File: src/rtl/gpio_bank_pkg.sv
package gpio_bank_pkg;

    localparam int BUS_W  = 32;
    localparam int ADDR_W = 8;

    localparam logic [ADDR_W-1:0] OFS_LEVEL = 8'h00;
    localparam logic [ADDR_W-1:0] OFS_DIR   = 8'h0C;
    localparam logic [ADDR_W-1:0] OFS_SET   = 8'h18;
    localparam logic [ADDR_W-1:0] OFS_CLR   = 8'h24;
    localparam logic [ADDR_W-1:0] OFS_RISE  = 8'h30;
    localparam logic [ADDR_W-1:0] OFS_FALL  = 8'h3C;
    localparam logic [ADDR_W-1:0] OFS_STAT  = 8'h48;

    typedef enum logic [2:0] {
        SEL_NONE,
        SEL_LEVEL,
        SEL_DIR,
        SEL_SET,
        SEL_CLR,
        SEL_RISE,
        SEL_FALL,
        SEL_STAT
    } reg_sel_e;

    function automatic reg_sel_e decode_sel(input logic [ADDR_W-1:0] addr);
        reg_sel_e sel;
        case (addr)
            OFS_LEVEL: sel = SEL_LEVEL;
            OFS_DIR:   sel = SEL_DIR;
            OFS_SET:   sel = SEL_SET;
            OFS_CLR:   sel = SEL_CLR;
            OFS_RISE:  sel = SEL_RISE;
            OFS_FALL:  sel = SEL_FALL;
            OFS_STAT:  sel = SEL_STAT;
            default:   sel = SEL_NONE;
        endcase
        return sel;
    endfunction

endpackage

File: src/rtl/gpio_in_sync.sv
module gpio_in_sync #(
    parameter int W = 32
) (
    input  logic         clk,
    input  logic         rst_n,
    input  logic [W-1:0] pin_i,
    output logic [W-1:0] level_o,
    output logic [W-1:0] rise_o,
    output logic [W-1:0] fall_o
);

    logic [W-1:0] meta_q;
    logic [W-1:0] sync_q;
    logic [W-1:0] prev_q;

    always_ff @(posedge clk) begin
        if (!rst_n) begin
            meta_q <= '0;
            sync_q <= '0;
            prev_q <= '0;
        end else begin
            meta_q <= pin_i;
            sync_q <= meta_q;
            prev_q <= sync_q;
        end
    end

    always_comb begin
        level_o = sync_q;
        rise_o  = sync_q & ~prev_q;
        fall_o  = ~sync_q & prev_q;
    end

endmodule

File: src/rtl/gpio_cfg_regs.sv
module gpio_cfg_regs
    import gpio_bank_pkg::*;
#(
    parameter int W = 32
) (
    input  logic         clk,
    input  logic         rst_n,
    input  logic         wr_i,
    input  reg_sel_e     sel_i,
    input  logic [W-1:0] wdata_i,
    output logic [W-1:0] latch_o,
    output logic [W-1:0] dir_o,
    output logic [W-1:0] rise_en_o,
    output logic [W-1:0] fall_en_o
);

    always_ff @(posedge clk) begin
        if (!rst_n) begin
            latch_o   <= '0;
            dir_o     <= '0;
            rise_en_o <= '0;
            fall_en_o <= '0;
        end else if (wr_i) begin
            unique case (sel_i)
                SEL_SET:  latch_o   <= latch_o | wdata_i;
                SEL_CLR:  latch_o   <= latch_o & ~wdata_i;
                SEL_DIR:  dir_o     <= wdata_i;
                SEL_RISE: rise_en_o <= wdata_i;
                SEL_FALL: fall_en_o <= wdata_i;
                default:  ;
            endcase
        end
    end

    AST_SET_DRIVES_HIGH: assert property (@(posedge clk) disable iff (!rst_n)
        (wr_i && sel_i == SEL_SET) |=> ((latch_o & $past(wdata_i)) == $past(wdata_i)));

    AST_CLR_DRIVES_LOW: assert property (@(posedge clk) disable iff (!rst_n)
        (wr_i && sel_i == SEL_CLR) |=> ((latch_o & $past(wdata_i)) == '0));

    AST_LATCH_HOLDS: assert property (@(posedge clk) disable iff (!rst_n)
        !(wr_i && (sel_i == SEL_SET || sel_i == SEL_CLR)) |=> $stable(latch_o));

endmodule

File: src/rtl/gpio_edge_status.sv
module gpio_edge_status #(
    parameter int W = 32
) (
    input  logic         clk,
    input  logic         rst_n,
    input  logic [W-1:0] rise_i,
    input  logic [W-1:0] fall_i,
    input  logic [W-1:0] rise_en_i,
    input  logic [W-1:0] fall_en_i,
    input  logic [W-1:0] clr_i,
    output logic [W-1:0] status_o,
    output logic         irq_o
);

    logic [W-1:0] events;
    logic [W-1:0] status_q;

    always_comb begin
        events = (rise_i & rise_en_i) | (fall_i & fall_en_i);
    end

    always_ff @(posedge clk) begin
        if (!rst_n) begin
            status_q <= '0;
        end else begin
            status_q <= (status_q & ~clr_i) | events;
        end
    end

    always_comb begin
        status_o = status_q;
        irq_o    = |status_q;
    end

    AST_EVENT_LATCHES: assert property (@(posedge clk) disable iff (!rst_n)
        (events != '0) |=> ((status_q & $past(events)) == $past(events)));

    AST_NO_SPURIOUS: assert property (@(posedge clk) disable iff (!rst_n)
        1'b1 |=> ((status_q & ~$past(status_q) & ~$past(events)) == '0));

    AST_STICKY_BITS: assert property (@(posedge clk) disable iff (!rst_n)
        ((status_q & ~clr_i) != '0) |=>
            ((status_q & $past(status_q & ~clr_i)) == $past(status_q & ~clr_i)));

endmodule

File: src/rtl/gpio_edge_bank.sv
module gpio_edge_bank
    import gpio_bank_pkg::*;
#(
    parameter int NUM_PINS = 32
) (
    input  logic              clk,
    input  logic              rst_n,
    input  logic              bus_en,
    input  logic              bus_we,
    input  logic [ADDR_W-1:0] bus_addr,
    input  logic [BUS_W-1:0]  bus_wdata,
    output logic [BUS_W-1:0]  bus_rdata,
    input  logic [BUS_W-1:0]  pad_in,
    output logic [BUS_W-1:0]  pad_out,
    output logic [BUS_W-1:0]  pad_oe,
    output logic              irq
);

    localparam int W = NUM_PINS;

    reg_sel_e     sel;
    logic         wr;
    logic [W-1:0] wdata_w;
    logic [W-1:0] level;
    logic [W-1:0] rise_ev;
    logic [W-1:0] fall_ev;
    logic [W-1:0] latch;
    logic [W-1:0] dir;
    logic [W-1:0] rise_en;
    logic [W-1:0] fall_en;
    logic [W-1:0] stat_clr;
    logic [W-1:0] status;
    logic [W-1:0] rd_w;

    generate
        if (W < BUS_W) begin : g_narrow
            logic unused_hi;
            assign unused_hi = ^{pad_in[BUS_W-1:W], bus_wdata[BUS_W-1:W]};
        end
    endgenerate

    always_comb begin
        sel      = decode_sel(bus_addr);
        wr       = bus_en && bus_we;
        wdata_w  = bus_wdata[W-1:0];
        stat_clr = (wr && sel == SEL_STAT) ? wdata_w : '0;
    end

    gpio_in_sync #(.W(W)) u_sync (
        .clk     (clk),
        .rst_n   (rst_n),
        .pin_i   (pad_in[W-1:0]),
        .level_o (level),
        .rise_o  (rise_ev),
        .fall_o  (fall_ev)
    );

    gpio_cfg_regs #(.W(W)) u_cfg (
        .clk       (clk),
        .rst_n     (rst_n),
        .wr_i      (wr),
        .sel_i     (sel),
        .wdata_i   (wdata_w),
        .latch_o   (latch),
        .dir_o     (dir),
        .rise_en_o (rise_en),
        .fall_en_o (fall_en)
    );

    gpio_edge_status #(.W(W)) u_stat (
        .clk       (clk),
        .rst_n     (rst_n),
        .rise_i    (rise_ev),
        .fall_i    (fall_ev),
        .rise_en_i (rise_en),
        .fall_en_i (fall_en),
        .clr_i     (stat_clr),
        .status_o  (status),
        .irq_o     (irq)
    );

    always_comb begin
        rd_w = '0;
        unique case (sel)
            SEL_LEVEL: rd_w = level;
            SEL_DIR:   rd_w = dir;
            SEL_RISE:  rd_w = rise_en;
            SEL_FALL:  rd_w = fall_en;
            SEL_STAT:  rd_w = status;
            default:   rd_w = '0;
        endcase
        bus_rdata = bus_en ? BUS_W'(rd_w) : '0;
        pad_out   = BUS_W'(latch);
        pad_oe    = BUS_W'(dir);
    end

    AST_IRQ_FOLLOWS_STATUS: assert property (@(posedge clk) disable iff (!rst_n)
        (wr && sel == SEL_STAT && bus_wdata == '1 && rise_ev == '0 && fall_ev == '0)
            |=> !irq);

endmodule

File: config.mk
export PLATFORM = sky130hd
export DESIGN_NAME = gpio_edge_bank
export DESIGN_NICKNAME = d
export VERILOG_FILES = /design/src/rtl/gpio_bank_pkg.sv /design/src/rtl/gpio_in_sync.sv /design/src/rtl/gpio_cfg_regs.sv /design/src/rtl/gpio_edge_status.sv /design/src/rtl/gpio_edge_bank.sv
export SDC_FILE = /design/constraint.sdc
export NUM_CORES = 1
export LEC_CHECK = 0
export BUFFER_PORTS_ARGS = -buffer_cell sky130_fd_sc_hd__buf_2
export CORE_MARGIN = 2
export CORE_UTILIZATION = 44
export CTS_CLUSTER_DIAMETER = 120
export DETAILED_ROUTE_END_ITERATION = 16
export PLACE_DENSITY = 0.65
export SLEW_MARGIN = 10
export SYNTH_ARGS = -nofsm -noshare
export SYNTH_HDL_FRONTEND = slang
export SYNTH_SLANG_ARGS = --single-unit
File: constraint.sdc
create_clock -name clk -period 1.35 [get_ports clk]
set_input_delay 0.0675 -clock clk [delete_from_list [all_inputs] [get_ports clk]]
set_output_delay 0.0675 -clock clk [all_outputs]
set_load 0.01 [all_outputs]
# --- Word-level counts from Yosys, hierarchy flattened ---
# Index checks and enable logic that the tools add are counted.
# Widths: inputs -> output; s select.
classes:
  n_eq_ne: 13
  n_mux: 5
  bitwise_logic: 13
  reduce_logical: 9
ops:
  columns: ["operator", "count"]
  rows:
  - ["$and 32x32->32", 6]
  - ["$pmux 32 s5", 1]
  - ["$not 32->32", 4]
  - ["$or 32x32->32", 3]
  - ["$mux 32", 2]
  - ["$pmux 32 s2", 1]
  - ["$reduce_or 32->1", 1]
  - ["$eq 8x6->1 const B", 3]
  - ["$pmux 3 s7", 1]
  - ["$eq 3x3->1 const B", 4]
  - ["$eq 8x4->1 const B", 1]
  - ["$eq 8x5->1 const B", 1]
  - ["$eq 8x7->1 const B", 1]
  - ["$logic_not 8->1", 1]
  - ["$reduce_and 2->1", 4]
  - ["$eq 3x2->1 const B", 2]
  - ["$eq 3x1->1 const B", 1]
  - ["$logic_and 1x1->1", 2]
  - ["$reduce_bool 2->1", 1]
totals:
  reg_bits: 256
  output_inout_bits: 97
  word_cells: 48

# --- Depth between registers and ports, before layout ---
# Gate-level depths: netlist of the first run.
logic_depth:
  word_depth: 8
  depth_mapped: 6
  ltp_nobuf: 4

# --- Cells and area by module ---
# From an unflattened synthesis of the first run, not the netlist that was laid out.
unflattened:
  hier_cells: 1173
  area_unflattened_um2: 10689.0
by_module_without_submodules:
  columns: ["module", "n_inst", "cells_per_inst", "area_per_inst_um2", "seq_area_each_um2"]
  rows:
  - ["gpio_cfg_regs", 1, 532, 4672.0, 2562.5]
  - ["gpio_in_sync", 1, 266, 3004.1, 1921.8]
  - ["gpio_edge_bank", 1, 233, 1645.3, 0.0]
  - ["gpio_edge_status", 1, 142, 1367.6, 640.6]

# --- Worst setup path before layout of the first run ---
# OpenSTA, ideal clock, no wires.
synth_path:
  kind: "input to output"
  from: "input bus_addr[3]"
  to: "output bus_rdata[29]"
  t_arrival_ns: 1.387
  path_slack_ns: -0.105
  cell_stages: 6
  path_buffers: 2
  cell_sequence: "nor4_1 and2_0 clkbuf_1 buf_4 a22oi_1 a21oi_1"
synth_via:
  elab_chain_len: 5
synth_rtl:
  columns: ["item", "line_no", "source"]
  rows:
  - ["start: declaration", "gpio_edge_bank.sv:10", "input logic [ADDR_W-1:0] bus_addr,"]
  - ["$eq 8x7->1, or another cell as far along", "gpio_bank_pkg.sv:27", "case (addr)"]
  - ["$pmux 3 s7 *", "gpio_bank_pkg.sv:27", null]
  - ["$eq 3x3->1, or another cell as far along", "gpio_edge_bank.sv:84", "unique case (sel)"]
  - ["$pmux 32 s5 *", "gpio_edge_bank.sv:84", null]
  - ["$mux 32 *", "gpio_edge_bank.sv:92", "bus_rdata = bus_en ? BUS_W'(rd_w) : '0;"]
  - ["end: declaration", "gpio_edge_bank.sv:12", "output logic [BUS_W-1:0] bus_rdata,"]
# Mark *: on every way between the ends. The rest lies on a longest branch, timed or not.

# --- Worst setup path after layout of the first run ---
layout_path:
  from: "register u_stat.status_q[31], in the netlist u_stat.status_o[31]"
  to: "output irq"
layout_via:
  elab_chain_len: 1
layout_rtl:
  columns: ["item", "line_no", "source"]
  rows:
  - ["start: declaration", "gpio_edge_status.sv:16", "logic [W-1:0] status_q;"]
  - ["start signal: assignment", "gpio_edge_status.sv:26", "status_q <= (status_q & ~clr_i) | events;"]
  - ["$reduce_or 32->1", "gpio_edge_status.sv:32", "irq_o = |status_q;"]
  - ["end: declaration", "gpio_edge_bank.sv:16", "output logic irq"]
# Every way passes these cells.

==> results of run 1 <==
[final timing paths]
| path | endpoint | slack, ns |
|---|---|---|
| max | irq | -0.67 |
| min | flip-flop | 0.17 |
| max reg2reg | u_stat.status_o[31] | 0.43 |
| min reg2reg | u_sync.level_o[21] | 0.43 |
[through the flow]
| step | setup TNS [ns] | worst slack (ns) | hold slack, ns | util, % | area [um2] |
|---|---|---|---|---|---|
| CTS | -9.00 | -0.634 | 0.166 | 63.5 | 14800 |
| floorplan | -1.48 | -0.0269 | 0.195 | - | 10500 |
| detailed placement | -54.05 | -0.430 | 0.276 | 53.9 | 12500 |
| global route | -11.68 | -0.701 | 0.205 | 63.7 | 14800 |
| finish | -9.99 | -0.673 | 0.173 | 63.7 | 14800 |
| global placement | -48.58 | -0.433 | 0.274 | 53.9 | 12500 |
[cell families after synthesis]
group	Yosys count	synth area share, %
AND/OR/NAND/NOR	462	21.5
flip-flops	256	49.6
AO/OA/AOI/OAI	314	22.3
buffers and inverters	83	3.33
multiplexers	32	3.10
XOR/XNOR	2	0.170
[timing repair]
item                                    in CTS  in global routing
pin swaps                                   59                  3
buffers inserted                            22                  0
gates resized for setup                     94                  8
cloned                                       1                  0
endpoints found under the hold margin      199                  0
hold buffers                                72                  0
endpoints found under the setup margin      33                 33
[routing by layer]
metal  share of wire [%]  wire, um
met1                  43     14200
met4                 2.3       753
met3                 6.6      2140
met2                  48     15500
met5                   0         0
[placed cells by master, fill, tap and decap left out, types with 2 or more instances in the layout]
cell	count
nor2_2	8
o21a_1	32
and2_1	97
a22oi_1	15
o21ai_0	32
nand4_1	2
a222oi_1	9
dlygate4sd3_1	72
mux2i_1	32
nand2_1	289
nor4_4	4
a22o_1	41
and3_1	4
a21oi_2	21
clkbuf_1	4
a21boi_1	6
buf_12	19
nand3_2	3
and2_4	3
nand3b_1	32
buf_6	14
a22oi_2	31
nand4bb_1	2
dfxtp_1	229
and4bb_2	2
nor4_2	3
buf_4	114
buf_2	166
dfxtp_2	27
clkbuf_8	11
clkbuf_16	29
clkinv_2	6
o21ai_4	2
a21boi_0	122
nor2_4	2
nor4_1	4
[critical path, delay by kind of cell (launching register included)]
kind | cells | cell delay, ns
buffers and inverters | 2 | 0.27
AND/OR/NAND/NOR | 3 | 0.80
flip-flops | 1 | 0.33
[report_power, final]
group	total, mW	internal [mW]	switching [mW]
sequential	7.74	7.67	0.0673
combinational	0.937	0.490	0.447
clock	7.80	4.71	3.09
total	16.5	12.9	3.61
[area by class of cell]
type,count,area (um2)
Fill cell,1933,8450
Multi-Input combinational cell,810,5310
Sequential cell,256,5160
Timing Repair Buffer,387,2990
Clock buffer,44,892
Tap cell,319,399
Clock inverter,8,68.8
Antenna cell,1,2.50
==> metrics, run 1 <==
final WL 32600 um; number of clock buffers inserted by TritonCTS 28; most numerous cell in the Yosys netlist nand2_1; first-iteration detailed-routing DRC count 714; Final WS setup -0.673 ns; I/O pin cnt 173; leakage 5.97 nW; Worst-Skew Late Latency 0.54 ns; synth top area cells dfxtp_1 (50%), nand2_1 (11%), a21boi_0 (8.9%); kind of end point of the critical path output pin; num rows 56; remaining antenna violation count after routing 0; Setup CP Type flip-flop to output pin; path class of the lowest-slack min-delay path input port to flip-flop; number of nets in the layout 1559; CP startpoint kind flip-flop; CP startpoint u_stat.status_o[31]; result of the run complete, but fails checks; start of the worst register-to-register path u_sync.level_o[31]; total power divided by cell area 1110 nW/um2; Hold Path Stages 6; series of cell instances along the critical path nor4_4 -> buf_4 -> nand4_1 -> or2_4 -> buf_6; synthesized flop and latch total 256; worst path required time 1.28 ns; clock root cell clkbuf_16; Rel. slew slack 63.0%; violated checks negative setup slack; peak per-stage delay on the critical path 0.33 ns; CTS tree built; Avg Synthesized Cell Area 8.98 um2; Inst Count DP 1678; final standard cell count with taps included and fillers excluded 1825; layer with the highest usage met2; Clock H-tree levels 1; cell type with the largest total area after synthesis dfxtp_1; top cell type's share of synthesized area 49.6%; DRC viols 0; HPWL reported at the end of detailed placement 21400 um; most instantiated flip-flop cell in the synthesis netlist dfxtp_1; Max Freq 0.494 GHz; Setup violations, final 33; Core Box Area 23300 um2; maximum ir drop on the vdd rail 848 uV; Die Ht 157 um; beginning of the worst hold path bus_we; global-route usage over all layers 26.0%; Final Hold Vio Count 0; critical path peak fanout 2; YS warnings 0; final critical delay including setup and external delays 2.02 ns; input/output buffers 172; fraction of layout cells with a size suffix above 1 31.8%; horizontal die dimension 157 um; number of global-route vias before repair 9447; area of the die 24700 um2; met3 Resource Use GR 3.69%; Worst EP arrival 1.96 ns; slowest cell on the critical path dfxtp_2; number of max-cap violations 0; post-synthesis instance total 1149; global-route wire length before repair 50600 um; total count of max-transition violations in the final report 0; number of distinct library cell variants in the gate-level netlist after synthesis 33; via-per-instance ratio 5.27; mapped cell area 10300 um2; clock skew 0.0106 ns; clock sink total 256; actual slew at the worst max-slew pin 0.555 ns; Area Overhead vs Synth 43.5%; worst reg-to-reg path cell count 3; Total Power Consumption 16.5 mW; last weighted congestion value of the routability-driven placer 0.809; net count after synthesis 1225; vias after detailed routing 9615; fraction of synthesis flops using an asynchronous set or reset pin 0%; met2 Track Usage GR 44.1%; clock transition at the register clock pins on the worst setup and hold paths after CTS 0.06 ns; drt first pass iters 6; met1 track demand over resource in global routing 34.4%; maximum number of buffers from clock root to sink 3; final cycle utilization of the critical path 150%; share of synthesized area occupied by flip-flops and latches 49.6%; largest net degree at the start of global routing 45; most common library cells after synthesis nand2_1 (289), dfxtp_1 (256), a21boi_0 (122); detailed-route wire length per cell 17.9 um; number of antenna violations at the first check in global routing 1; initial core utilization 44.4%; number of flops mapped to enable cells by yosys 0; unrepaired setup endpoints after global routing true; GRT Residual Overflow 0
(Power assumes the default switching activity.)
==> run 2, diff against run 1 <==
==> constraint.sdc (replaced) <==
create_clock -name clk -period 1.35 [get_ports clk]
set_input_delay 0.0675 -clock clk [delete_from_list [all_inputs] [get_ports clk]]
set_output_delay 0.0675 -clock clk [all_outputs]
set_load 0.1 [all_outputs]
==> run 2 against run 1 <==
Net effect:
- the run still ends with negative setup slack left
- wire length grew 2.3%
- first-iteration DRC count shrank 5.7%
- register-to-register slack is essentially flat
- non-clock buffer count shrank 6
- clock skew shrank 0.0021 ns
- combinational power is essentially flat
- sequential share of layout area shrank 2.2 points
==> metrics, run 2 (synthesis gave the netlist of run 1 again) <==
maximum ir drop on the vdd rail 765 uV; clock transition at the register clock pins on the worst setup and hold paths after CTS 0.06 ns; number of antenna cells inserted 0; number of max-cap violations 0; actual slew at the worst max-slew pin 0.417 ns; number of clock buffers inserted by TritonCTS 28; area occupied by registers 5180 um2; Worst EP arrival 1.91 ns; total count of max-transition violations in the final report 0; clock sink total 256; horizontal die dimension 157 um; violated checks negative setup slack; GRT Residual Overflow 0; Final Hold Vio Count 0; global-route wire length before repair 51300 um; Setup violations, final 33; worst path required time 1.28 ns; via-per-instance ratio 5.26; global-route usage over all layers 26.6%; first-iteration detailed-routing DRC count 673; I/O pin cnt 173; drt first pass iters 5; unrepaired setup endpoints after global routing true; area of combinational cells with multiple inputs 5610 um2; series of cell instances along the critical path nor4_4 -> buf_4 -> nand4_1 -> or2_4 -> buf_12; Switch Pwr 3.61 mW; total power divided by cell area 1020 nW/um2; utilization of the core after routing 68.3%; number of antenna violations at the first check in global routing 1; initial core utilization 44.4%; Internal Dissipation 12.7 mW; path class of the lowest-slack min-delay path input port to flip-flop; Core Box Area 23300 um2; detailed-route wire length per cell 18.3 um; Clock H-tree levels 1; input/output buffers 172; kind of end point of the critical path output pin; Total Power Consumption 16.3 mW; Worst-Skew Late Latency 0.53 ns; filler cell count in the final layout 1831; Setup CP Type flip-flop to output pin; final standard cell count with taps included and fillers excluded 1818; Die Ht 157 um; clock root cell clkbuf_16; final WL 33300 um; Rel. slew slack 72.2%; final cycle utilization of the critical path 146%; HPWL reported at the end of detailed placement 21200 um; area of the die 24700 um2; relative contribution of combinational cells to total power 5.8%; Final WS setup -0.624 ns; result of the run complete, but fails checks; critical path's top delay family simple AND/OR/NAND/NOR gates; num rows 56; peak per-stage delay on the critical path 0.33 ns; Area Overhead vs Synth 53.9%; final critical delay including setup and external delays 1.97 ns; maximum number of buffers from clock root to sink 3; Total Neg Setup Slack -11.41 ns; clock network power share 46.7%; fraction of layout cells with a size suffix above 1 34.8%; Inst Count DP 1681; combined buffer and inverter count along the critical path 2; largest net degree at the start of global routing 45; slowest cell on the critical path dfxtp_2; number of nets in the layout 1553; leakage 6.06 nW; DRC viols 0; switching power share of the total 22.2%; sequential share of power 47.5%; CP startpoint kind flip-flop; leading cell type in the layout, fill and taps excluded nand2_1; last weighted congestion value of the routability-driven placer 0.854; number of global-route vias before repair 9454; critical path peak fanout 2; remaining antenna violation count after routing 0; Max Freq 0.507 GHz; vias after detailed routing 9556; CTS tree built; leading cell types in the layout, fill and taps excluded nand2_1 (279), dfxtp_1 (212), buf_4 (165); clock skew 0.00850 ns
-- run 2: what timing repair did --
| item | 4_1_cts | 5_1_grt |
|---|---|---|
| gates cloned | 3 | 2 |
| hold endpoints to repair | 197 | 0 |
| pin swaps | 24 | 17 |
| setup buffers | 11 | 4 |
| hold buffers | 65 | 0 |
| resized for setup | 139 | 30 |
| setup endpoints to repair | 97 | 39 |
-- run 2: power by group through the flow --
stage               registers, mW  logic, mW  clock network [mW]
floorplan                    7.89      0.298                   0
global placement             7.90      0.735                   0
detailed placement           7.90      0.740                   0
CTS                          7.74      0.916                7.74
global route                 7.75       1.00                8.05
finish                       7.74      0.937                7.60
-- run 2: routing by layer --
metal / GRT usage [%] / vias up / part of all wire, %
met1: 35.2 / 4574 / 44
met3: 5.40 / 53 / 6.6
met5: 0 / - / 0.024
met4: 7.27 / 2 / 2.2
met2: 44.0 / 321 / 48
li1: - / 4606 / -
-- run 2: worst reg2reg max path, delay by kind of cell, from the launching register on --
| family | cells | cell delay (ns) |
|---|---|---|
| compound gates | 2 | 0.30 |
| flops | 1 | 0.41 |
| buf+inv | 1 | 0.15 |
-- run 2: path summary, 6_finish.rpt --
| kind | from | end | slack [ns] | cells past startpoint |
|---|---|---|---|---|
| max | u_stat.status_o[13] | irq | -0.62 | 5 |
| min | bus_we | flip-flop | 0.18 | 6 |
| max reg2reg | u_stat.status_o[15] | u_stat.status_o[15] | 0.44 | 3 |
| min reg2reg | u_sync.meta_q[30] | u_sync.level_o[30] | 0.43 | 1 |
-- run 2: through the flow --
step	instance area, um2	setup slack (ns)	hold WS (ns)
floorplan	10900	-0.388	0.195
global placement	13500	-0.348	0.276
detailed placement	13500	-0.377	0.278
CTS	15700	-0.654	0.181
global route	15900	-0.717	0.183
finish	15900	-0.624	0.184
-- run 2: layout make-up --
class,count,area share [%]
multi-input combinational,810,35.3
clock inverter,9,0.488
sequential,256,32.6
clock buffer,43,5.35
timing repair buffer,381,23.7
tap,319,2.51
